**config.mk**
```make
export PLATFORM = sky130hd
export DESIGN_NAME = i2c_pin_override
export DESIGN_NICKNAME = d
export VERILOG_FILES = /design/src/rtl/i2c_ovr_pkg.sv /design/src/rtl/i2c_ovr_rst_sync.sv /design/src/rtl/i2c_ovr_sync.sv /design/src/rtl/i2c_ovr_regs.sv /design/src/rtl/i2c_ovr_pad_mux.sv /design/src/rtl/i2c_pin_override.sv
export SDC_FILE = /design/constraint.sdc
export NUM_CORES = 1
export LEC_CHECK = 0
export BUFFER_PORTS_ARGS = -buffer_cell sky130_fd_sc_hd__buf_2
export CELL_PAD_IN_SITES_DETAIL_PLACEMENT = 0
export CELL_PAD_IN_SITES_GLOBAL_PLACEMENT = 2
export CORE_UTILIZATION = 30
export DETAILED_ROUTE_END_ITERATION = 6
export HOLD_SLACK_MARGIN = 0.15
export PLACE_DENSITY = 0.76
export SYNTH_ARGS = -nofsm -noshare
export SYNTH_HDL_FRONTEND = slang
export SYNTH_HIERARCHICAL = 1
export SYNTH_SLANG_ARGS = --single-unit
```
**constraint.sdc**
```tcl
create_clock -name clk -period 3 [get_ports clk]
set_input_delay 0.6 -clock clk [delete_from_list [all_inputs] [get_ports clk]]
set_output_delay 0.6 -clock clk [all_outputs]
set_load 0.01 [all_outputs]
```
**src/rtl/i2c_ovr_pkg.sv**
```systemverilog
package i2c_ovr_pkg;

  localparam int OVR_ADDR_W = 3;

  // register address map of the override unit
  typedef enum logic [OVR_ADDR_W-1:0] {
    OVR_SEL   = 3'd0,  // pin ownership, bit 0
    OVR_DIR   = 3'd1,  // per-pin direction, 1 = output
    OVR_LEVEL = 3'd2,  // synchronised pin levels, read only
    OVR_SET   = 3'd3,  // write ones to set latch bits
    OVR_CLR   = 3'd4,  // write ones to clear latch bits
    OVR_UPD   = 3'd5   // set mask low half, clear mask high half
  } ovr_addr_e;

endpackage

```
**src/rtl/i2c_ovr_rst_sync.sv**
```systemverilog
module i2c_ovr_rst_sync #(
  parameter int STAGES = 2
) (
  input  logic clk,
  input  logic rst_n,
  output logic rst_n_sync
);

  logic [STAGES-1:0] chain_q;
  logic [STAGES-1:0] chain_nxt;

  always_comb begin
    chain_nxt = {chain_q[STAGES-2:0], 1'b1};
  end

  always_ff @(posedge clk or negedge rst_n) begin
    if (!rst_n) begin
      chain_q <= '0;
    end else begin
      chain_q <= chain_nxt;
    end
  end

  assign rst_n_sync = chain_q[STAGES-1];

endmodule

```
**src/rtl/i2c_ovr_sync.sv**
```systemverilog
module i2c_ovr_sync #(
  parameter int STAGES = 2
) (
  input  logic clk,
  input  logic rst_n,
  input  logic d,
  output logic q
);

  logic [STAGES-1:0] stage_q;
  logic [STAGES-1:0] stage_nxt;

  always_comb begin
    stage_nxt[0] = d;
  end

  for (genvar s = 1; s < STAGES; s++) begin : g_stage
    always_comb begin
      stage_nxt[s] = stage_q[s-1];
    end
  end

  always_ff @(posedge clk or negedge rst_n) begin
    if (!rst_n) begin
      stage_q <= '0;
    end else begin
      stage_q <= stage_nxt;
    end
  end

  assign q = stage_q[STAGES-1];

  AST_SYNC_FIRST: assert property (@(posedge clk) disable iff (!rst_n)
    $past(rst_n) |-> (stage_q[0] == $past(d)));

endmodule

```
**src/rtl/i2c_ovr_regs.sv**
```systemverilog
module i2c_ovr_regs
  import i2c_ovr_pkg::*;
#(
  parameter int NUM_PINS = 2,
  parameter int DATA_W   = 2 * NUM_PINS
) (
  input  logic                  clk,
  input  logic                  rst_n,
  input  logic                  we,
  input  logic [OVR_ADDR_W-1:0] addr,
  input  logic [DATA_W-1:0]     wdata,
  input  logic [NUM_PINS-1:0]   level,
  output logic [DATA_W-1:0]     rdata,
  output logic                  sel,
  output logic [NUM_PINS-1:0]   dir,
  output logic [NUM_PINS-1:0]   latch
);

  logic                sel_q, sel_nxt, sel_en;
  logic [NUM_PINS-1:0] dir_q, dir_nxt;
  logic                dir_en;
  logic [NUM_PINS-1:0] latch_q, latch_nxt;
  logic                latch_en;
  logic [NUM_PINS-1:0] set_mask, clr_mask;
  logic                wr_set, wr_clr, wr_upd;

  // write decode and next state
  always_comb begin
    sel_en  = we && (addr == OVR_SEL);
    dir_en  = we && (addr == OVR_DIR);
    wr_set  = we && (addr == OVR_SET);
    wr_clr  = we && (addr == OVR_CLR);
    wr_upd  = we && (addr == OVR_UPD);
    sel_nxt = wdata[0];
    dir_nxt = wdata[NUM_PINS-1:0];

    set_mask = '0;
    clr_mask = '0;
    if (wr_set) set_mask = wdata[NUM_PINS-1:0];
    if (wr_clr) clr_mask = wdata[NUM_PINS-1:0];
    if (wr_upd) begin
      set_mask = wdata[NUM_PINS-1:0];
      clr_mask = wdata[2*NUM_PINS-1:NUM_PINS];
    end
    latch_en  = wr_set || wr_clr || wr_upd;
    // clear is applied after set, so it wins on a shared bit
    latch_nxt = (latch_q | set_mask) & ~clr_mask;
  end

  always_ff @(posedge clk or negedge rst_n) begin
    if (!rst_n) begin
      sel_q   <= 1'b0;
      dir_q   <= '0;
      latch_q <= '0;
    end else begin
      if (sel_en)   sel_q   <= sel_nxt;
      if (dir_en)   dir_q   <= dir_nxt;
      if (latch_en) latch_q <= latch_nxt;
    end
  end

  // read mux
  always_comb begin
    rdata = '0;
    case (addr)
      OVR_SEL:   rdata[0] = sel_q;
      OVR_DIR:   rdata[NUM_PINS-1:0] = dir_q;
      OVR_LEVEL: rdata[NUM_PINS-1:0] = level;
      OVR_SET,
      OVR_CLR,
      OVR_UPD:   rdata[NUM_PINS-1:0] = latch_q;
      default:   rdata = '0;
    endcase
  end

  assign sel   = sel_q;
  assign dir   = dir_q;
  assign latch = latch_q;

  AST_SET_TAKES: assert property (@(posedge clk) disable iff (!rst_n)
    (we && addr == OVR_SET) |=>
      ((latch_q & $past(wdata[NUM_PINS-1:0])) == $past(wdata[NUM_PINS-1:0])));

  AST_CLR_TAKES: assert property (@(posedge clk) disable iff (!rst_n)
    (we && addr == OVR_CLR) |=>
      ((latch_q & $past(wdata[NUM_PINS-1:0])) == '0));

  AST_CLR_WINS: assert property (@(posedge clk) disable iff (!rst_n)
    (we && addr == OVR_UPD) |=>
      ((latch_q & $past(wdata[2*NUM_PINS-1:NUM_PINS])) == '0));

  AST_LATCH_HOLD: assert property (@(posedge clk) disable iff (!rst_n)
    !(we && (addr == OVR_SET || addr == OVR_CLR || addr == OVR_UPD)) |=>
      $stable(latch_q));

  AST_LEVEL_RO: assert property (@(posedge clk) disable iff (!rst_n)
    (we && (addr == OVR_LEVEL || addr > OVR_UPD)) |=>
      ($stable(sel_q) && $stable(dir_q) && $stable(latch_q)));

  AST_SEL_WRITE: assert property (@(posedge clk) disable iff (!rst_n)
    (we && addr == OVR_SEL) |=> (sel_q == $past(wdata[0])));

endmodule

```
**src/rtl/i2c_ovr_pad_mux.sv**
```systemverilog
module i2c_ovr_pad_mux (
  input  logic sel,
  input  logic dir,
  input  logic latch,
  input  logic eng_pull,
  output logic pull
);

  logic sw_pull;

  always_comb begin
    // open-drain emulation: only a low latch on an output pulls the line
    sw_pull = dir && !latch;
    pull    = sel ? sw_pull : eng_pull;
  end

endmodule

```
**src/rtl/i2c_pin_override.sv**
```systemverilog
module i2c_pin_override
  import i2c_ovr_pkg::*;
#(
  parameter int SYNC_STAGES = 2,
  parameter int RST_STAGES  = 2
) (
  input  logic                  clk,
  input  logic                  rst_n,
  input  logic                  reg_we,
  input  logic [OVR_ADDR_W-1:0] reg_addr,
  input  logic [3:0]            reg_wdata,
  output logic [3:0]            reg_rdata,
  input  logic                  eng_scl_pull,
  input  logic                  eng_sda_pull,
  input  logic                  scl_in,
  input  logic                  sda_in,
  output logic                  scl_pull,
  output logic                  sda_pull
);

  localparam int NUM_PINS = 2;           // index 0 = SCL, 1 = SDA
  localparam int DATA_W   = 2 * NUM_PINS;

  logic                rst_n_int;
  logic                own_sw;
  logic [NUM_PINS-1:0] dir_v, latch_v, eng_v, pin_v, level_v, pull_v;

  assign eng_v = {eng_sda_pull, eng_scl_pull};
  assign pin_v = {sda_in, scl_in};

  i2c_ovr_rst_sync #(.STAGES(RST_STAGES)) i_rst_sync (
    .clk        (clk),
    .rst_n      (rst_n),
    .rst_n_sync (rst_n_int)
  );

  i2c_ovr_regs #(.NUM_PINS(NUM_PINS), .DATA_W(DATA_W)) i_regs (
    .clk   (clk),
    .rst_n (rst_n_int),
    .we    (reg_we),
    .addr  (reg_addr),
    .wdata (reg_wdata),
    .level (level_v),
    .rdata (reg_rdata),
    .sel   (own_sw),
    .dir   (dir_v),
    .latch (latch_v)
  );

  for (genvar p = 0; p < NUM_PINS; p++) begin : g_pin
    i2c_ovr_sync #(.STAGES(SYNC_STAGES)) i_sync (
      .clk   (clk),
      .rst_n (rst_n_int),
      .d     (pin_v[p]),
      .q     (level_v[p])
    );

    i2c_ovr_pad_mux i_mux (
      .sel      (own_sw),
      .dir      (dir_v[p]),
      .latch    (latch_v[p]),
      .eng_pull (eng_v[p]),
      .pull     (pull_v[p])
    );
  end

  assign scl_pull = pull_v[0];
  assign sda_pull = pull_v[1];

  AST_ENGINE_OWNS: assert property (@(posedge clk) disable iff (!rst_n_int)
    !own_sw |-> ({sda_pull, scl_pull} == {eng_sda_pull, eng_scl_pull}));

  AST_RELEASED_INPUT: assert property (@(posedge clk) disable iff (!rst_n_int)
    own_sw |-> (({sda_pull, scl_pull} & ~dir_v) == '0));

endmodule

```
==> results of run 1 <==
[synth_stat cells (all sizes together), types with 2 or more instances]
| master | instances |
|---|---|
| mux2 | 4 |
| o21ai | 4 |
| a21oi | 3 |
| o22ai | 2 |
| mux2i | 2 |
| conb | 2 |
| nand3b | 3 |
| inv | 5 |
| dfrtp | 11 |
| buf | 4 |
| nand2 | 2 |
[layer usage]
layer	vias to the layer above	share of wire	GRT usage
met5	-	0	0
met4	0	0.0051	0.0727
met3	2	0.053	0.0397
met2	15	0.44	0.148
met1	182	0.50	0.158
li1	203	-	-
[registers in the layout, indices dropped and copies added, names as in the netlist]
name	cells
i_rst_sync/chain_q	2
g_pin.i_sync/stage_q	4
i_regs/sel	1
i_regs/latch	2
i_regs/dir	2
[worst paths after layout]
path | from | to | cells after the start
setup / recovery | reg_addr[0] | reg_rdata[0] | 5
hold / removal | i_rst_sync/chain_q[1]$_DFF_PN0_ | g_pin[0].i_sync/stage_q[0]$_DFF_PN0_ | 0
setup reg to reg | i_regs/sel$_DFFE_PN0P_ | i_regs/sel$_DFFE_PN0P_ | 1
hold reg to reg | i_rst_sync/chain_q[1]$_DFF_PN0_ | g_pin[0].i_sync/stage_q[0]$_DFF_PN0_ | 0
max in group asynchronous | rst_n | i_rst_sync/chain_q[1]$_DFF_PN0_ | 2
min in group clk | g_pin[0].i_sync/stage_q[0]$_DFF_PN0_ | g_pin[0].i_sync/stage_q[1]$_DFF_PN0_ | 0
[per-stage QoR]
| step | worst slack, ps | total power, W | std cells | hold slack [ps] | cell area [sq um] |
|---|---|---|---|---|---|
| 2_1_floorplan | 1070 | 0.000228 | 50 | 108 | 568 |
| 3_3_place_gp | 864 | 0.000251 | 88 | 157 | 651 |
| 3_5_place_dp | 833 | 0.000253 | 88 | 164 | 651 |
| 4_1_cts | 835 | 0.000355 | 93 | 172 | 688 |
| 5_1_grt | 789 | 0.000374 | 93 | 190 | 688 |
| 6_report | 844 | 0.000348 | 93 | 152 | 688 |
[cell families (layout without fill, tap and decap cells)]
family | after synthesis | after routing | synth area share
and+or+nand+nor | 10 | 10 | 0.137
muxes | 7 | 7 | 0.169
xor gates and xnor gates | 1 | 1 | 0.0155
AOI/OAI and AO/OA | 9 | 9 | 0.0842
buffers and inverters | 9 | 27 | 0.0931
DFF | 11 | 11 | 0.488
other | 2 | 3 | 0.0133
[repair_timing]
action / 4_1_cts / 5_1_grt
buffers inserted: 0 / 0
gates resized for setup: 0 / 0
hold buffers: 1 / 0
hold endpoints to repair: 2 / 0
[power breakdown]
group	switching [W]	internal, W
Clock	0.0000499	0.0000493
Sequential	0.0000153	0.000164
Combinational	0.0000298	0.0000405
[layout make-up]
cell class / count / share of cell area
clock buffers: 3 / 0.0327
clock inverters: 1 / 0.00727
inverters: 5 / 0.0273
multi-input cells: 30 / 0.349
flip-flops and latches: 11 / 0.400
well taps: 25 / 0.0455
repair buffers: 18 / 0.138
[critical path, delay by kind of cell]
family          cells  cell delay, ps
compound gates      1              50
buf+inv             3             380
mux                 1             530
==> metrics.md, run 1 <==
| Metric | Value |
|---|---|
| Slowest stage cell, crit path | `mux4_2` |
| Worst EP arrival | `1560 ps` |
| Row Count | `15` |
| Clk_lat worst skew | `270 ps` |
| DRT iter0 DRCs | `7` |
| DRT Wirelength | `988 um` |
| Crit path cell chain | `buf_2 > mux4_2 > inv_1 > o21ai_1 > buf_2` |
| Pleak | `0.335 nW` |
| Vias | `402` |
| Clock buffer depth | `2` |
| Fin crit share | `0.719` |
| Highest Clock Rate | `0.464 GHz` |
| Most common cell after layout, fill and taps aside | `buf_2` |
| CP dominant cell by count | `buf_2` |
| Clock sinks | `11` |
| Sequential share of the synthesized area | `0.488` |
| Worst VDD drop | `0.223 mV` |
| YS warnings | `6` |
| Gr ovfl total | `0` |
| Dominant cell type by area after synthesis | `dfrtp_1` |
| WP data required | `2400 ps` |
| Synth async-reset ratio | `1.00` |
| Synth Cell Area | `564 sq um` |
| Worst-path clk slew | `70 ps` |
| Die area | `2060 sq um` |
| Syn avg cell area | `11.5 sq um` |
| CTS buffer count | `3` |
| CTS H-tree lvls | `1` |
| WL per Instance | `10.6 um` |
| Core ar. | `1750 sq um` |
| Setup Total Neg Slack | `0 ps` |
| Initial Utilization | `0.323` |
| Ports | `20` |
| Outcome | `completed` |
| Largest stage delay on the critical path | `530 ps` |
| Vias in the first global route | `348` |
| Startpoint class of the critical path | `input pin` |
| Layout cell share with drive strength beyond 1 | `0.382` |
| RSZ-0062 raised after global routing | `false` |
| P&R area growth vs syn | `22.0%` |
| Hold Path Class | `register to asynchronous set/reset pin` |
| Post-synthesis cell type count | `22` |
| Kind of critical path | `input pin to output pin` |
| Largest net degree at the start of global routing | `10` |
| Max-slew violations | `0` |
| Yosys reg bits | `11` |
| Max-cap violation count | `0` |
| CTS tree | `built` |
| R2R Setup Slk | `2140 ps` |
| Synth top area share | `0.488` |
| Initial antenna violation count | `0` |
| Number of fill cells in the layout | `174` |
| Vert. Die Dim | `45.4 um` |
| Hold Vio Cnt, Final | `0` |
| Post-layout util | `0.394` |
| 1st-pass router iterations | `4` |
| Root buffer cell | `clkbuf_4` |
| Setup Skew | `5.18 ps` |
| Period minus WS final | `2160 ps` |
| N_diodes | `0` |
| Synthesized instance count | `49` |
| Top cells by area, synth | `dfrtp_1 49%, mux2_4 5.3%, buf_4 4.0%` |
| Drt drc | `0` |
| Critical path peak fanout | `8` |
| Vias per std cell | `4.32` |
| First-pass GRT wire length | `1.57 mm` |
| Final setup vio count | `0` |
| Post-synth EDFFs | `0` |
| PD cells | `506 nW/um^2` |
| Ys flop type | `dfrtp_1` |
| Multi-input logic area | `240 sq um` |
| Die W | `45.4 um` |
| GRT Resource Usage Total | `0.114` |
| Port bufs | `17` |
| Gpl congestion | `0.687` |
| Commonest cells after routing, fill and taps aside | `17 x buf_2, 11 x dfrtp_1, 5 x inv_1` |
| Final ANT Viol Nets | `0` |
| CP endpoint kind | `output pin` |
| Seq. cell area | `275 sq um` |
| Post-DP HPWL | `777 um` |
| Final nets | `83` |
Power figures use the tool's default switching activity.
==> run 2: changes to the inputs <==
- ABC_AREA: not set -> 1
- CORE_UTILIZATION: 30 -> 23
- PLACE_DENSITY: 0.76 -> 0.69
- clock period: 3 -> 1.94 ns (I/O delays scaled with it)
==> run 2 against run 1 <==
  * Clock power grew 51%
  * Sequential share of layout area shrank 0.78 points
  * Synthesized cell count grew 43%
==> metrics.md, run 2 <==
| Metric | Value |
|---|---|
| Setup Total Neg Slack | `0 ps (unchanged)` |
| Clock buffer depth | `2 (unchanged)` |
| Die area | `2620 sq um (+27%)` |
| Post-DP HPWL | `963 um (+24%)` |
| Vias | `504 (+25%)` |
| Pint | `0.000382 W (+51%)` |
| Final nets | `106 (+28%)` |
| Hold Vio Cnt, Final | `0 (unchanged)` |
| Layout cell share with drive strength beyond 1 | `0.275 (-0.108)` |
| Clock power frac | `0.278 (-0.007)` |
| Post-synthesis cell type count | `17 (-23%)` |
| 1st-pass router iterations | `2 (-2)` |
| Final ANT Viol Nets | `0 (unchanged)` |
| Sw Pwr | `0.000158 W (+66%)` |
| Number of fill cells in the layout | `269 (+55%)` |
| Pleak | `0.378 nW (+13%)` |
| Initial antenna violation count | `0 (unchanged)` |
| Commonest cells after routing, fill and taps aside | `17 x buf_2, 16 x nand2_1, 11 x inv_1, 11 x nand3_1, 11 x dfrtp_1` |
| CP endpoint kind | `output pin` |
| Met1 wire length | `553 um (+12%)` |
| Post-layout util | `0.311 (-0.0829)` |
| Setup Skew | `0.421 ps (-4.76 ps)` |
| Wire length on met3 | `51 um (-1.9%)` |
| Worst-path clk slew | `70 ps (about the same)` |
| N_diodes | `0 (unchanged)` |
| Gpl congestion | `0.674 (-1.8%)` |
| RSZ-0062 raised after global routing | `false` |
| DRT Wirelength | `1.17 mm (+18%)` |
| R2R depth | `2 (+1)` |
| Net Sw Frac | `0.292 (+0.0193)` |
| CTS H-tree lvls | `1 (unchanged)` |
| R2R Setup Slk | `1230 ps (-910 ps)` |
| Largest net degree at the start of global routing | `10 (unchanged)` |
| Syn avg cell area | `7.95 sq um (-31%)` |
| Top cells by count, synth | `16 x nand2_1, 11 x dfrtp_1, 11 x inv_1, 11 x nand3_1, 5 x nand4_1` |
| Ys flop type | `dfrtp_1` |
| Met2 wire len | `564 um (+29%)` |
| Startpoint class of the critical path | `register` |
| Core ar. | `2250 sq um (+29%)` |
| Most common cell after layout, fill and taps aside | `buf_2` |
| PD cells | `769 nW/um^2 (+52%)` |
| Outcome | `completed` |
| Fin crit share | `0.727` |
| Kind of critical path | `register to output pin` |
| Top sig layer | `met3` |
| Vert. Die Dim | `51.2 um (+13%)` |
| Most common cell in the netlist | `nand2_1` |
| Dominant cell type by area after synthesis | `dfrtp_1` |
| Highest Clock Rate | `0.709 GHz` |
| Period minus WS final | `1410 ps` |
| CTS buffer count | `3 (unchanged)` |
| Hold Path Class | `register to asynchronous set/reset pin` |
| DRT iter0 DRCs | `1 (-6)` |
| First-pass GRT wire length | `1.94 mm (+24%)` |
| Max-slew violations | `0 (unchanged)` |
| Post-synth EDFFs | `0 (unchanged)` |
| Row Count | `17 (+2)` |
| Final setup vio count | `0 (unchanged)` |
| WL per Instance | `9.82 um (-7.5%)` |
| Synthesized instance count | `70 (+43%)` |
| Sequential share of the synthesized area | `0.494 (+0.00658)` |
| Die W | `51.2 um (+13%)` |
| P&R area growth vs syn | `26.1%` |
| CTS tree | `built` |
| Initial Utilization | `0.247 (-0.0763)` |
| Sequential group share of total power | `0.530 (+0.017)` |
| Worst VDD drop | `0.312 mV (+40%)` |
| Critical R2R Launch | `i_regs/sel$_DFFE_PN0P_` |
| RR Endpoint | `i_regs/sel$_DFFE_PN0P_` |
| Max FFs per register | `4 (unchanged)` |
| Worst EP arrival | `1020 ps (-540 ps)` |
| GRT Resource Usage Total | `0.103 (-0.0104)` |
| Clk_lat worst skew | `260 ps (about the same)` |
| Vias in the first global route | `464 (+33%)` |
| Drt drc | `0 (unchanged)` |
| Top cells by area, synth | `dfrtp_1 49%, nand2_1 11%, nand3_1 9.9%` |
| WP data required | `1550 ps (-850 ps)` |
| Clock sinks | `11 (unchanged)` |
| Ports | `20 (unchanged)` |
| Post-CTS Setup Inserts | `0 (unchanged)` |
| Synth async-reset ratio | `1.00 (unchanged)` |
| Critical path peak fanout | `6 (-2)` |
| Comb pwr share | `0.192 (-0.010)` |
| YS warnings | `6 (unchanged)` |
| Synth top area share | `0.494 (+0.00658)` |
| Yosys reg bits | `11 (unchanged)` |
| Register with the most flip-flops | `g_pin.i_sync/stage_q` |
| Synth Cell Area | `557 sq um (-1.3%)` |
| Vias per std cell | `4.24 (-2.0%)` |
| Max-cap violation count | `0 (unchanged)` |
| Root buffer cell | `clkbuf_4` |
| Gr ovfl total | `0 (unchanged)` |
| Port bufs | `17 (unchanged)` |
-- run 2: per-layer routing --
layer | track usage | vias to the layer above
met4 | 0.0556 | 0
met5 | 0 | -
met2 | 0.173 | 12
met3 | 0.0268 | 0
li1 | - | 260
met1 | 0.119 | 232
-- run 2: area by class of cell --
| cell class | count | area, sq um | share of cell area |
|---|---|---|---|
| sequential | 11 | 275 | 0.392 |
| multi-input combinational | 44 | 218 | 0.310 |
| timing repair buffer | 18 | 95.1 | 0.135 |
| inverter | 14 | 52.6 | 0.0749 |
| tap | 28 | 35.0 | 0.0499 |
| clock buffer | 4 | 26.3 | 0.0374 |
-- run 2: through the flow --
step                instances  setup WS [ps]  cell area (sq um)  power, W  hold slack [ps]
floorplan                  71            809                561  0.000346             92.4
global placement          114            541                666  0.000395              147
detailed placement        114            540                666  0.000395              158
CTS                       119            515                702  0.000549              161
global route              119            434                702  0.000580              179
finish                    119            530                702  0.000540              144
-- run 2: worst max-delay path by stage --
stage                     cells after the start  slack, ps                    from           end
after floorplan                               3        810             reg_addr[2]  reg_rdata[0]
after global placement                        7        540             reg_addr[1]  reg_rdata[0]
after detailed placement                      5        540             reg_addr[2]  reg_rdata[0]
after CTS                                     3        520  i_regs/sel$_DFFE_PN0P_  reg_rdata[0]
after global routing                          7        430             reg_addr[1]  reg_rdata[0]
final                                         3        530  i_regs/sel$_DFFE_PN0P_  reg_rdata[0]
-- run 2: timing repair --
item,CTS,global route
hold buffers,1,0
resized for setup,0,0
endpoints found under the hold margin,2,0
-- run 2: worst max-delay path, cell delays in order, from the launching register on --
cell,delay [ps]
dfrtp_1,430
nand3_1,100
nand4_1,90
buf_2,140
-- run 2: cells by family (layout without fill, tap and decap cells) --
logic type,Yosys count,count (layout),synth area share
AND/OR/NAND/NOR,36,36,0.319
buffers and inverters,16,36,0.121
flip-flops,11,11,0.494
AO/OA/AOI/OAI,5,5,0.0517
other,2,3,0.0135
-- run 2: power groups by stage --
stage          registers (W)  clock network (W)  logic [W]
2_1_floorplan       0.000279                  0  0.0000669
3_3_place_gp        0.000291                  0   0.000104
3_5_place_dp        0.000291                  0   0.000104
4_1_cts             0.000287           0.000157   0.000106
5_1_grt             0.000291           0.000169   0.000120
6_report            0.000286           0.000150   0.000104
